**config.mk**
```make
export PLATFORM = sky130hd
export DESIGN_NAME = rxdma_channel
export DESIGN_NICKNAME = d
export VERILOG_FILES = /design/src/rtl/rxdma_pkg.sv /design/src/rtl/rxdma_poll_timer.sv /design/src/rtl/rxdma_ring_ptr.sv /design/src/rtl/rxdma_buf_track.sv /design/src/rtl/rxdma_channel.sv
export SDC_FILE = /design/constraint.sdc
export NUM_CORES = 1
export LEC_CHECK = 0
export ABC_AREA = 1
export BUFFER_PORTS_ARGS = -buffer_cell sky130_fd_sc_hd__buf_2
export CAP_MARGIN = 40
export CORE_AREA = 2 2 113 104
export DETAILED_ROUTE_END_ITERATION = 10
export DIE_AREA = 0 0 115 106
export PLACE_DENSITY = 0.82
export RECOVER_POWER = 100
export REMOVE_ABC_BUFFERS = 1
export SLEW_MARGIN = 5
export SYNTH_ARGS = -nofsm -noshare
export SYNTH_HDL_FRONTEND = slang
export SYNTH_HIERARCHICAL = 1
export SYNTH_SLANG_ARGS = --single-unit
export TNS_END_PERCENT = 100
```
**constraint.sdc**
```tcl
create_clock -name clk -period 6.05 [get_ports clk]
set_clock_uncertainty 0.15 [all_clocks]
set_input_delay 0.3025 -clock clk [delete_from_list [all_inputs] [get_ports clk]]
set_output_delay 0.3025 -clock clk [all_outputs]
set_load 0.02 [all_outputs]
```
**src/rtl/rxdma_pkg.sv**
```systemverilog
// Shared constants, state type and status-word helper for the receive DMA channel.
package rxdma_pkg;

    localparam int LEN_W       = 16;  // length and count field width
    localparam int OWN_BIT     = 31;  // hardware-ownership flag position
    localparam int END_BIT     = 30;  // packet-ended flag position
    localparam int DESC_STRIDE = 8;   // bytes per descriptor
    localparam int PTR_OFFSET  = 4;   // offset of the buffer-address word

    typedef enum logic [2:0] {
        ST_IDLE,
        ST_FETCH_HDR,
        ST_FETCH_PTR,
        ST_POLL_WAIT,
        ST_ACCEPT,
        ST_STORE,
        ST_WRITEBACK
    } rx_state_t;

    // Builds the status word returned to software when a buffer closes.
    function automatic logic [31:0] status_word(input logic ended, input logic [LEN_W-1:0] count);
        logic [31:0] w;
        w          = '0;
        w[END_BIT] = ended;
        w[LEN_W-1:0] = count;
        return w;
    endfunction

endpackage

```
**src/rtl/rxdma_poll_timer.sv**
```systemverilog
// Poll interval timer.
// Loads POLL_CYCLES on arm and counts down to zero. It reports expiry at zero,
// or at once when a kick arrives. The caller only looks at expiry while waiting.
module rxdma_poll_timer #(
    parameter int POLL_CYCLES = 64
) (
    input  logic clk,
    input  logic rst_n,
    input  logic arm,
    input  logic kick,
    output logic expired
);
    localparam int CNT_W = $clog2(POLL_CYCLES + 1);

    logic [CNT_W-1:0] count;

    // Reload on arm, otherwise count down to zero.
    always_ff @(posedge clk) begin
        if (!rst_n)
            count <= '0;
        else if (arm)
            count <= CNT_W'(POLL_CYCLES);
        else if (count != '0)
            count <= count - 1'b1;
    end

    // Expiry on reaching zero or on a forced poll.
    always_comb expired = (count == '0) || kick;

endmodule

```
**src/rtl/rxdma_ring_ptr.sv**
```systemverilog
// Ring position tracker.
// Holds the current descriptor index and wraps from NUM_DESC-1 back to 0.
// It derives the addresses of both descriptor words from the ring base.
module rxdma_ring_ptr #(
    parameter int ADDR_W   = 16,
    parameter int NUM_DESC = 4
) (
    input  logic              clk,
    input  logic              rst_n,
    input  logic              clear,
    input  logic              advance,
    input  logic [ADDR_W-1:0] ring_base,
    output logic [ADDR_W-1:0] hdr_addr,
    output logic [ADDR_W-1:0] ptr_addr
);
    import rxdma_pkg::*;

    localparam int IDX_W = (NUM_DESC > 1) ? $clog2(NUM_DESC) : 1;
    localparam logic [IDX_W-1:0] LAST_IDX = IDX_W'(NUM_DESC - 1);

    logic [IDX_W-1:0] idx;

    // Index register: clear, or step with wrap.
    always_ff @(posedge clk) begin
        if (!rst_n || clear)
            idx <= '0;
        else if (advance)
            idx <= (idx == LAST_IDX) ? '0 : idx + 1'b1;
    end

    // Word addresses of the current descriptor.
    always_comb begin
        hdr_addr = ring_base + ADDR_W'(idx) * ADDR_W'(DESC_STRIDE);
        ptr_addr = hdr_addr + ADDR_W'(PTR_OFFSET);
    end

endmodule

```
**src/rtl/rxdma_buf_track.sv**
```systemverilog
// Per-buffer bookkeeping.
// Holds the destination address, the remaining byte budget (terminal count) and
// the bytes stored so far. A length load also clears the stored count.
module rxdma_buf_track #(
    parameter int ADDR_W = 16
) (
    input  logic                       clk,
    input  logic                       rst_n,
    input  logic                       load_len,
    input  logic [rxdma_pkg::LEN_W-1:0] len_in,
    input  logic                       load_addr,
    input  logic [ADDR_W-1:0]          addr_in,
    input  logic                       step,
    output logic [ADDR_W-1:0]          cur_addr,
    output logic [rxdma_pkg::LEN_W-1:0] remaining,
    output logic [rxdma_pkg::LEN_W-1:0] stored
);
    // Budget and stored count.
    always_ff @(posedge clk) begin
        if (!rst_n) begin
            remaining <= '0;
            stored    <= '0;
        end else if (load_len) begin
            remaining <= len_in;
            stored    <= '0;
        end else if (step) begin
            remaining <= remaining - 1'b1;
            stored    <= stored + 1'b1;
        end
    end

    // Destination address.
    always_ff @(posedge clk) begin
        if (!rst_n)
            cur_addr <= '0;
        else if (load_addr)
            cur_addr <= addr_in;
        else if (step)
            cur_addr <= cur_addr + 1'b1;
    end

endmodule

```
**src/rtl/rxdma_channel.sv**
```systemverilog
// Descriptor-ring receive DMA channel (top).
// Fetches descriptors, polls those owned by software, and stores stream bytes
// into owned buffers. It closes each buffer on packet end or when the budget runs
// out, and writes a status word back.
// Assumes a memory that holds a request until mem_ack and returns read data with it.
module rxdma_channel #(
    parameter int ADDR_W      = 16,
    parameter int NUM_DESC    = 4,
    parameter int POLL_CYCLES = 64
) (
    input  logic              clk,
    input  logic              rst_n,
    input  logic              enable,
    input  logic              poll_kick,
    input  logic [ADDR_W-1:0] ring_base,
    input  logic              in_valid,
    input  logic [7:0]        in_data,
    input  logic              in_last,
    output logic              in_ready,
    output logic              mem_req,
    output logic              mem_we,
    output logic              mem_byte,
    output logic [ADDR_W-1:0] mem_addr,
    output logic [31:0]       mem_wdata,
    input  logic              mem_ack,
    input  logic [31:0]       mem_rdata
);
    import rxdma_pkg::*;

    rx_state_t         state, state_nx;
    logic [7:0]        byte_q;
    logic              last_q;
    logic              ended_q, ended_nx;
    logic              timer_arm, timer_expired;
    logic              ring_advance;
    logic [ADDR_W-1:0] hdr_addr, ptr_addr;
    logic              load_len, load_addr, step;
    logic [ADDR_W-1:0] cur_addr;
    logic [LEN_W-1:0]  remaining, stored;
    logic              rdata_unused;

    assign rdata_unused = ^mem_rdata;

    rxdma_poll_timer #(.POLL_CYCLES(POLL_CYCLES)) timer_i (
        .clk(clk), .rst_n(rst_n), .arm(timer_arm),
        .kick(poll_kick), .expired(timer_expired)
    );

    rxdma_ring_ptr #(.ADDR_W(ADDR_W), .NUM_DESC(NUM_DESC)) ring_i (
        .clk(clk), .rst_n(rst_n), .clear(state == ST_IDLE),
        .advance(ring_advance), .ring_base(ring_base),
        .hdr_addr(hdr_addr), .ptr_addr(ptr_addr)
    );

    rxdma_buf_track #(.ADDR_W(ADDR_W)) buf_i (
        .clk(clk), .rst_n(rst_n),
        .load_len(load_len), .len_in(mem_rdata[LEN_W-1:0]),
        .load_addr(load_addr), .addr_in(mem_rdata[ADDR_W-1:0]),
        .step(step), .cur_addr(cur_addr),
        .remaining(remaining), .stored(stored)
    );

    // Next-state and control strobes of the channel sequencer.
    always_comb begin
        state_nx     = state;
        ended_nx     = ended_q;
        timer_arm    = 1'b0;
        ring_advance = 1'b0;
        load_len     = 1'b0;
        load_addr    = 1'b0;
        step         = 1'b0;
        unique case (state)
            ST_IDLE:      state_nx = ST_FETCH_HDR;
            ST_FETCH_HDR: if (mem_ack) begin
                if (mem_rdata[OWN_BIT]) begin
                    load_len = 1'b1;
                    state_nx = ST_FETCH_PTR;
                end else begin
                    timer_arm = 1'b1;
                    state_nx  = ST_POLL_WAIT;
                end
            end
            ST_FETCH_PTR: if (mem_ack) begin
                load_addr = 1'b1;
                ended_nx  = 1'b0;
                state_nx  = (remaining == '0) ? ST_WRITEBACK : ST_ACCEPT;
            end
            ST_POLL_WAIT: if (timer_expired) state_nx = ST_FETCH_HDR;
            ST_ACCEPT:    if (in_valid) state_nx = ST_STORE;
            ST_STORE:     if (mem_ack) begin
                step = 1'b1;
                if (last_q) begin
                    ended_nx = 1'b1;
                    state_nx = ST_WRITEBACK;
                end else if (remaining == LEN_W'(1)) begin
                    ended_nx = 1'b0;
                    state_nx = ST_WRITEBACK;
                end else begin
                    state_nx = ST_ACCEPT;
                end
            end
            ST_WRITEBACK: if (mem_ack) begin
                ring_advance = 1'b1;
                state_nx     = ST_FETCH_HDR;
            end
            default:      state_nx = ST_IDLE;
        endcase
        if (!enable) state_nx = ST_IDLE;
    end

    // State, packet-end flag and captured stream byte.
    always_ff @(posedge clk) begin
        if (!rst_n) begin
            state   <= ST_IDLE;
            ended_q <= 1'b0;
            byte_q  <= '0;
            last_q  <= 1'b0;
        end else begin
            state   <= state_nx;
            ended_q <= ended_nx;
            if (state == ST_ACCEPT && in_valid) begin
                byte_q <= in_data;
                last_q <= in_last;
            end
        end
    end

    // Memory port and stream handshake decode.
    always_comb begin
        in_ready  = (state == ST_ACCEPT);
        mem_req   = 1'b0;
        mem_we    = 1'b0;
        mem_byte  = 1'b0;
        mem_addr  = hdr_addr;
        mem_wdata = '0;
        unique case (state)
            ST_FETCH_HDR: mem_req = 1'b1;
            ST_FETCH_PTR: begin
                mem_req  = 1'b1;
                mem_addr = ptr_addr;
            end
            ST_STORE: begin
                mem_req   = 1'b1;
                mem_we    = 1'b1;
                mem_byte  = 1'b1;
                mem_addr  = cur_addr;
                mem_wdata = {24'b0, byte_q};
            end
            ST_WRITEBACK: begin
                mem_req   = 1'b1;
                mem_we    = 1'b1;
                mem_wdata = status_word(ended_q, stored);
            end
            default: ;
        endcase
    end

endmodule

```
==> flow_summary.toml, run 1 <==
[sta]
worstMarginPinSlew_ns = 1.36
hold_viol_final = 0
maxSlewViolCount = 0
fin_tns_setup_ns = 0
setup_viol_count_final = 0
final.period_utilization = 0.702
slew_headroom = 0.0895
min_period_ns = 4.25
postLayoutSetupSlackWorst_ns = 1.80
clock.fmax_ghz = 0.235
grt_setup_unrepaired = "false"

[routing]
first_pass_iters = 5
drt_wl_total_um = 13100
post_drt_wl_per_cell_um = 12.5
drt_iter0_drc = 358
viasPerCell = 5.15
drt.antenna.violating_nets = 0
drc = 0
vias = 5407

[cts]
post_cts_resized = 0
htree_levels = 3
cts_setup_buffers = 0
cts_buffers = 9
cts_buffer_depth = 2
cts_hold_buf = 0
clock-sinks = 70
cts_tree = "done"
root_buffer = "clkbuf_16"
clk_pin_slew_ns = 0.06
insertion_delay_ns = 0.34

[logic_synthesis]
synth_area_leader_cell = "dfxtp_1"
synth_cells = 836
yosys-top-cells-area = "dfxtp_1 26%, nand2_1 15%, inv_1 7.9%, nor2_1 6.5%, a22oi_1 5.2%"
synthArstFlopShare = 0
synth_edf_count = 0
synth_flop_cell = "dfxtp_1"
yosysSeqAreaShare = 0.262
synth_top_area_frac = 0.262
synth.avg_cell_area_sq_um = 6.40
ys_ff_latch = 70
yosysWarnings = 6
synthDistinctLibCells = 43
syn-cell-area_sq_um = 5350

[floorplan]
dieArea_sq_um = 12200
io_pins = 115
core_sq_um = 11100
initial_core_util = 0.482
die_w_um = 115
die_height_um = 106
row_count = 37

[grt]
grt_pass1_vias = 4754
use_met1 = 0.288
grt_remaining_overflow = 0
grt_use_met3 = 0.0302
grt_start_max_net_pins = 28
antenna_found_initial = 0
grtUsageTotal = 0.215
use_met2 = 0.352
top_usage_layer = "met2"
grt_pass1_wl_um = 21500

[cells_and_area]
final_layout_size_suffix_gt1_frac = 0.126
area_delta_synth_final_pct = 10.6
mostFrequentLayoutCell = "nand2_1"
antennaDiodeCount = 0
nNetsFinal = 981
finalInstanceArea_sq_um = 5920
final_cell_mix = "213 x nand2_1, 117 x inv_1, 95 x nor2_1"

[job]
max-cap-violations = 0

[critical_path]
crit_fanout = 20
critPathCaptureType = "flop"
required_ns = 6.13
arrival_ns = 4.32
path_class = "flop to flop"
start_kind = "flop"

[power_and_ir_drop]
pwr_density_cell_nw_per_um2 = 221
leakagePower_nw = 2.61
peakVddDrop_v = 0.000131

[placement]
pre_cts_ws_ns = 3.07
place_area_sq_um = 5750
dp_hpwl_um = 9570
gp_congestion = 0.884
portBuffers = 84

[hold_path]
min_path_type = "input port to flop"

[outcome]
status = "completed"
==> stage by stage <==
stage,cells,util,power [mW],hold slack [ns]
after floorplan,809,-,0.750,0.250
after global placement,1030,0.515,0.817,0.289
after detailed placement,1033,0.517,0.824,0.296
after CTS,1049,0.542,1.32,0.0799
after global routing,1049,0.533,1.37,0.0968
final,1049,0.533,1.31,0.0877
==> cell families after synthesis <==
family | count (synthesis) | share of synthesized area
and+or+nand+nor | 429 | 0.381
buffers and inverters | 166 | 0.141
AOI/OAI and AO/OA | 142 | 0.161
DFF | 70 | 0.262
xor gates and xnor gates | 18 | 0.0294
adders and majority gates | 10 | 0.0248
other | 1 | 0.000700
==> report_power, final <==
group          total [mW]  internal (mW)  leakage [nW]  switching, mW
Sequential          0.513          0.485         0.566         0.0281
Clock               0.493          0.289         0.132          0.204
Combinational       0.303          0.111          1.91          0.193
==> worst max-delay path: stages (launching register included) <==
cell and delay, ns:
dfxtp_1 0.43, inv_1 0.12, nor2_1 0.21, clkinv_1 0.14
nor2_1 1.03, inv_1 0.55, nor2_4 0.49, nand2_2 0.06
nor2_1 0.32, nand2_1 0.19, nor2_4 0.14, nand2_1 0.08
o21ai_0 0.16, nor2_1 0.07
==> final timing paths <==
kind	startpoint	end	slack (ns)	cells after the start
worst max register to register	state[0]$_SDFFE_PN0P_	buf_i/stored[11]$_SDFFE_PP0P_	1.80	13
worst max-delay path	state[0]$_SDFFE_PN0P_	buf_i/stored[11]$_SDFFE_PP0P_	1.80	13
worst min-delay path	in_data[6]	byte_q[6]$_SDFFE_PN0P_	0.09	3
worst min register to register	byte_q[0]$_SDFFE_PN0P_	byte_q[0]$_SDFFE_PN0P_	0.30	2
==> Yosys cell counts, types with 2 or more instances <==
cell      number
nand2_1      208
inv_1        113
nor2_1        92
dfxtp_1       70
a21oi_1       49
nand3_1       48
a22oi_1       37
o21ai_0       26
buf_4         24
nand4_1       17
xor2_1        14
nand2_2       13
inv_2         12
nor2_4        12
ha_1           9
nor3_1         9
buf_2          8
o22ai_1        8
a31oi_1        7
nand3_2        6
nand3b_1       6
a21oi_2        5
nor2_2         5
buf_6          4
xnor2_1        4
clkbuf_1       3
nand2_4        3
nor3_4         3
o21bai_1       3
a211oi_1       2
buf_1          2
o21ai_1        2
or2_1          2
==> area by class of cell <==
cell class / count / area [sq um]
multi-input combinational: 614 / 3200
clock buffer: 11 / 243
timing repair buffer: 88 / 407
sequential: 70 / 1400
tap: 136 / 170
inverter: 125 / 469
fill: 1116 / 5190
clock inverter: 5 / 33.8
==> state kept, by name, summed over array words and instances (netlist names) <==
name             count
buf_i/stored        16
last_q               1
timer_i/count        7
buf_i/cur_addr      16
buf_i/remaining     16
byte_q               8
ended_q              1
ring_i/idx           2
state                3
==> per-layer routing <==
layer  up-vias  routed length (um)
met2       153                6060
met4         0                 254
met3        18                 679
met1      2413                6150
met5         -                   0
li1       2823                   -
No activity file was read; power rests on OpenSTA's default activity.
==> run 2: changes to the inputs <==
Settings changed: PLACE_DENSITY 0.82 to 0.84.
Clock period 6.05 ns to 3.45 ns, I/O delays scaled along.
==> run 2 against run 1 <==
Compared with the run above: global-route usage grew 0.53 points; setup slack lost 1.5 ns; critical path type is now flop to output port; via count grew 2.9%; clock-buffer cell count shrank 1.
==> flow_summary.toml, run 2 (synthesized netlist as in run 1, its figures left out) <==
[outcome]
status = "completed"

[sta]
setup_viol_count_final = 0
maxSlewViolCount = 0
grt_setup_unrepaired = "false"
worstMarginPinSlew_ns = 0.937
slew_headroom = 0.375
clock.fmax_ghz = 0.316
min_period_ns = 3.17
final.period_utilization = 0.917
fin_tns_setup_ns = 0
hold_viol_final = 0

[cells_and_area]
antennaDiodeCount = 0
reg_top3 = "buf_i/cur_addr: 16 flops, buf_i/remaining: 16 flops, buf_i/stored: 16 flops"
mostFrequentLayoutCell = "nand2_1"
final_layout_size_suffix_gt1_frac = 0.133
fillers = 1084
final_cell_mix = "214 x nand2_1, 117 x inv_1, 95 x nor2_1"
nNetsFinal = 995
area_delta_synth_final_pct = 13.9
fin_util = 0.549

[floorplan]
initial_core_util = 0.482
die_w_um = 115
row_count = 37
dieArea_sq_um = 12200
io_pins = 115
core_sq_um = 11100
die_height_um = 106

[grt]
grt_pass1_wl_um = 22000
grt_start_max_net_pins = 28
grtUsageTotal = 0.220
grt_remaining_overflow = 0
antenna_found_initial = 0
grt_pass1_vias = 4887

[critical_path]
critPathBufInv = 1
critical_path.top_delay_family = "simple AND/OR/NAND/NOR gates"
reg2reg_from = "state[0]$_SDFFE_PN0P_"
timing.rr.end = "buf_i/stored[14]$_SDFFE_PP0P_"
endpoint = "mem_addr[12]"
path_cells = "ha_1 -> fa_1 -> nand2_1 -> nand2_1 -> nor2_2 -> nand3_2 -> nor2_4 -> nand2_1 -> xor2_1 -> a22oi_1 -> nand2_1 -> buf_2"
startpoint = "ring_i/idx[0]$_SDFFE_PP0P_"
cp_slowest_cell = "fa_1"
cp.depth = 12
r2r_cells = 11
start_kind = "flop"
required_ns = 3.13
rrSetupSlack_ns = 0.43
path_class = "flop to output port"
arrival_ns = 2.84
critPathCaptureType = "output port"
crit_fanout = 5
cp_common_cell = "nand2_1"
slowest_delay_ns = 0.46

[power_and_ir_drop]
peakVddDrop_v = 0.000252
pwr_density_cell_nw_per_um2 = 402
leakagePower_nw = 2.69

[placement]
dp_hpwl_um = 9630
portBuffers = 84
gp_congestion = 0.873

[cts]
root_buffer = "clkbuf_16"
cts_setup_buffers = 0
cts_buffer_depth = 2
cts_tree = "done"
htree_levels = 3
post_cts_resized = 0
clk_pin_slew_ns = 0.06
insertion_delay_ns = 0.34
cts_buffers = 9
clock-sinks = 70

[routing]
wl_met2_um = 6010
drt_iter0_drc = 406
drc = 0
viasPerCell = 5.23
drt.antenna.violating_nets = 0
drt_wl_total_um = 13400
post_drt_wl_per_cell_um = 12.6
vias = 5564
highest_layer = "met4"
first_pass_iters = 5
met3_length_um = 653
wl_met1_um = 6310

[job]
max-cap-violations = 0

[hold_path]
min_path_type = "input port to flop"
run 2: worst min path at each step:
stage / slack, ns / endpoint / startpoint / cells past startpoint
6_report: 0.01 / ended_q$_SDFFE_PN0P_ / mem_ack / 4
5_1_grt: 0.04 / ended_q$_SDFFE_PN0P_ / mem_ack / 4
4_1_cts: 0.006 / ended_q$_SDFFE_PN0P_ / mem_ack / 4
3_5_place_dp: 0.29 / byte_q[6]$_SDFFE_PN0P_ / in_data[6] / 3
3_3_place_gp: 0.28 / byte_q[6]$_SDFFE_PN0P_ / in_data[6] / 3
2_1_floorplan: 0.12 / buf_i/cur_addr[1]$_SDFFE_PN0P_ / rst_n / 2
run 2: worst reg2reg max path: cells and delay by family, from the launching register on:
| kind | cells | cell delay [ns] |
|---|---|---|
| flops | 1 | 0.44 |
| compound gates | 1 | 0.19 |
| simple gates | 7 | 1.68 |
| buf+inv | 3 | 0.45 |
run 2: per-stage QoR:
step	area, sq um	setup slack, ns	cells	hold WS [ns]	total power [mW]
CTS	6200	0.358	1063	0.00607	2.46
floorplan	5120	0.925	809	0.120	1.32
finish	6100	0.285	1063	0.0101	2.45
global route	6100	0.108	1063	0.0379	2.57
detailed placement	5750	0.738	1034	0.291	1.45
global placement	5750	0.764	1034	0.285	1.43
run 2: final cells by class:
cell class	instances	area (sq um)	area share
Tap cell	136	170	0.0279
Multi-Input combinational cell	614	3190	0.523
Sequential cell	70	1400	0.230
Inverter	125	469	0.0769
Clock buffer	10	229	0.0375
Timing Repair Buffer	102	546	0.0895
Clock inverter	6	93.8	0.0154
run 2: timing repair:
item	in CTS	in global routing
endpoints found under the setup margin	0	0
hold endpoints to repair	16	0
hold buffers	13	0
run 2: power by group:
part	switching [mW]	leakage [nW]	internal (mW)
logic	0.339	1.97	0.205
registers	0.0486	0.566	0.851
clock network	0.372	0.153	0.638
total	0.760	2.69	1.69
run 2: metal layers:
layer / track usage / vias up
met5: 0 / -
met4: 0.111 / 0
met3: 0.0239 / 29
met2: 0.339 / 176
met1: 0.303 / 2505
li1: - / 2854
==> run 3: changes to the inputs <==
Settings changed: CORE_AREA 2 2 113 104 to 2 2 108 99, DIE_AREA 0 0 115 106 to 0 0 110 101, PLACE_DENSITY 0.84 to 0.86, SYNTH_HIERARCHICAL 1 to unset.
Clock period 3.45 ns to 2.9 ns, I/O delays scaled along.
==> run 3 against run 2 <==
Compared with the run above: final area shrank 2.9%; sequential cell count is the same; combinational power shrank 6.6%; sequential power grew 15%; routed wire length shrank 1.8%; die area shrank 8.9%; utilization grew 4.2 points; hold slack lost 0.0082 ns; global-route usage grew 1.2 points; largest power group is now registers.
==> flow_summary.toml, run 3 <==
[routing]
post_drt_wl_per_cell_um = 13.1
drc = 0
drt.antenna.violating_nets = 0
vias = 5324
viasPerCell = 5.30
drt_wl_total_um = 13100
first_pass_iters = 8
drt_iter0_drc = 530

[floorplan]
die_height_um = 101
core_sq_um = 10000
initial_core_util = 0.487
dieArea_sq_um = 11100
io_pins = 115
row_count = 35
die_w_um = 110

[placement]
gp_congestion = 0.911
portBuffers = 84
pre_cts_ws_ns = 0.271
place_area_sq_um = 5340
dpl.cell_count = 960
dp_hpwl_um = 9350

[cells_and_area]
fin_util = 0.590
area_delta_synth_final_pct = 21.2
final_layout_size_suffix_gt1_frac = 0.186
reg_top3 = "buf_i.cur_addr: 16 flops, buf_i.remaining: 16 flops, buf_i.stored: 16 flops"
antennaDiodeCount = 0
nNetsFinal = 943
layoutNonFillerInstCount = 1004
fillers = 930
final_cell_mix = "177 x nand2_1, 92 x inv_1, 80 x buf_2"
mostFrequentLayoutCell = "nand2_1"
finalInstanceArea_sq_um = 5920

[sta]
maxSlewViolCount = 0
postLayoutSetupSlackWorst_ns = 0.0916
fin_tns_setup_ns = 0
clock.fmax_ghz = 0.356
slew_headroom = 0.567
final.period_utilization = 0.968
hold_slack_ns = 0.00187
hold_viol_final = 0
setup_viol_count_final = 0
grt_setup_unrepaired = "true"
min_period_ns = 2.81
worstMarginPinSlew_ns = 0.648

[power_and_ir_drop]
intPower_mw = 1.62
clkPwrFrac = 0.349
netSwitchingFraction = 0.313
power_mw = 2.36
combPwrFrac = 0.215
switching_power_mw = 0.739
p_seq_frac = 0.436
peakVddDrop_v = 0.000225
leakagePower_nw = 2.59
pwr_density_cell_nw_per_um2 = 399

[critical_path]
slowest_delay_ns = 0.61
path_cells = "ha_4 -> fa_2 -> nand2_2 -> nor2_4 -> nand2_2 -> nor2_2 -> nand3_2 -> nor2_1 -> nand3_1 -> nand3_1 -> nand2_1 -> buf_2"
crit_fanout = 4
critPathCaptureType = "output port"
critPathBufInv = 1
required_ns = 2.61
cp_slowest_cell = "fa_2"
path_class = "flop to output port"
start_kind = "flop"
critical_path.top_delay_family = "simple AND/OR/NAND/NOR gates"
arrival_ns = 2.51

[logic_synthesis]
syn-cell-area_sq_um = 4880
yosys-top-cells-area = "dfxtp_1 29%, nand2_1 14%, inv_1 7.1%, nand3_1 5.9%, nor2_1 5.9%"
synth_top_family_by_area = "simple AND/OR/NAND/NOR gates"
synth_flop_cell = "dfxtp_1"
synth_top_area_frac = 0.287
synthDistinctLibCells = 49
synth_compound_area_frac = 0.185
synthMuxAreaShare = 0
synth_area_leader_cell = "dfxtp_1"
ys_ff_latch = 70
synthSimpleGateAreaFrac = 0.351
synth.most_common_cell = "nand2_1"
synth_edf_count = 0
yosysSeqAreaShare = 0.287
synth.avg_cell_area_sq_um = 6.40
yosysWarnings = 0
synthArstFlopShare = 0
synthAdderAreaFrac = 0.0272
synth_xor_area_frac = 0.0251
synth_cells = 763
ys_top_cells_by_count = "181 x nand2_1, 93 x inv_1, 77 x nor2_1"

[grt]
grt_remaining_overflow = 0
grtUsageTotal = 0.232
grt_start_max_net_pins = 29
antenna_found_initial = 0
grt_pass1_wl_um = 20600
grt_pass1_vias = 4557

[cts]
cts_tree = "done"
cts_buffers = 9
htree_levels = 3
root_buffer = "clkbuf_8"
clk_pin_slew_ns = 0.08
clock-sinks = 70
insertion_delay_ns = 0.35
cts_buffer_depth = 2

[hold_path]
min_path_type = "input port to flop"

[outcome]
status = "completed"

[job]
max-cap-violations = 0
## run 3: changes by cell type after synthesis, sizes merged, moves of 10 or more
| cell | before | now |
|---|---|---|
| inv | 125 | 104 |
| nand2 | 225 | 189 |
| buf | 38 | 26 |
| o21ai | 29 | 39 |
| a22oi | 37 | 9 |
| nor2 | 109 | 87 |
## run 3: timing repair
action                     in CTS  in global routing
gates resized for setup         9                 23
setup endpoints to repair       6                  8
hold endpoints to repair       30                  0
hold buffers                   25                  0
pin swaps                       2                 13
setup buffers                   0                  3
## run 3: layout make-up
cell class                 instances  area, sq um  area share
clock buffer                      10          138      0.0232
clock inverter                     6         68.8      0.0116
inverter                         104          393      0.0664
multi-input combinational        569         3020       0.510
sequential                        70         1400       0.237
tap                              129          161      0.0273
timing repair buffer             116          737       0.124
## run 3: layer usage
layer | wire [um] | global-route usage
met3 | 900 | 0.0394
met4 | 200 | 0.0691
met5 | 0 | 0
met2 | 5960 | 0.374
met1 | 6080 | 0.316
## run 3: path summary, 6_finish.rpt
check                                    end                        from  cells after the start  slack, ns
max reg2reg            state[0]$_SDFFE_PN0P_       state[0]$_SDFFE_PN0P_                     11       0.62
min          buf_i.cur_addr[13]$_SDFFE_PN0P_               mem_rdata[13]                      3      0.002
max                             mem_addr[13]  ring_i.idx[0]$_SDFFE_PP0P_                     12       0.09
min reg2reg           byte_q[0]$_SDFFE_PN0P_      byte_q[0]$_SDFFE_PN0P_                      2       0.31
## run 3: power by group through the flow
stage | clock network [mW] | registers [mW] | logic (mW)
2_1_floorplan | 0 | 1.05 | 0.333
3_3_place_gp | 0 | 1.05 | 0.454
3_5_place_dp | 0 | 1.05 | 0.459
4_1_cts | 0.834 | 1.03 | 0.492
5_1_grt | 0.867 | 1.04 | 0.569
6_report | 0.825 | 1.03 | 0.508
## run 3: tightest hold or removal path, delay by kind of cell
kind | cells | cell delay (ns)
AOI/OAI and AO/OA | 2 | 0.21
buffers and inverters | 1 | 0.11
## run 3: kinds of logic (layout without fill, tap and decap cells)
| family | Yosys count | in the layout |
|---|---|---|
| AND/OR/NAND/NOR | 378 | 378 |
| other | 1 | 15 |
| XOR/XNOR | 14 | 14 |
| buffers and inverters | 138 | 236 |
| adder cells (fa/ha/maj) | 10 | 10 |
| AO/OA/AOI/OAI | 152 | 152 |
| flip-flops | 70 | 70 |
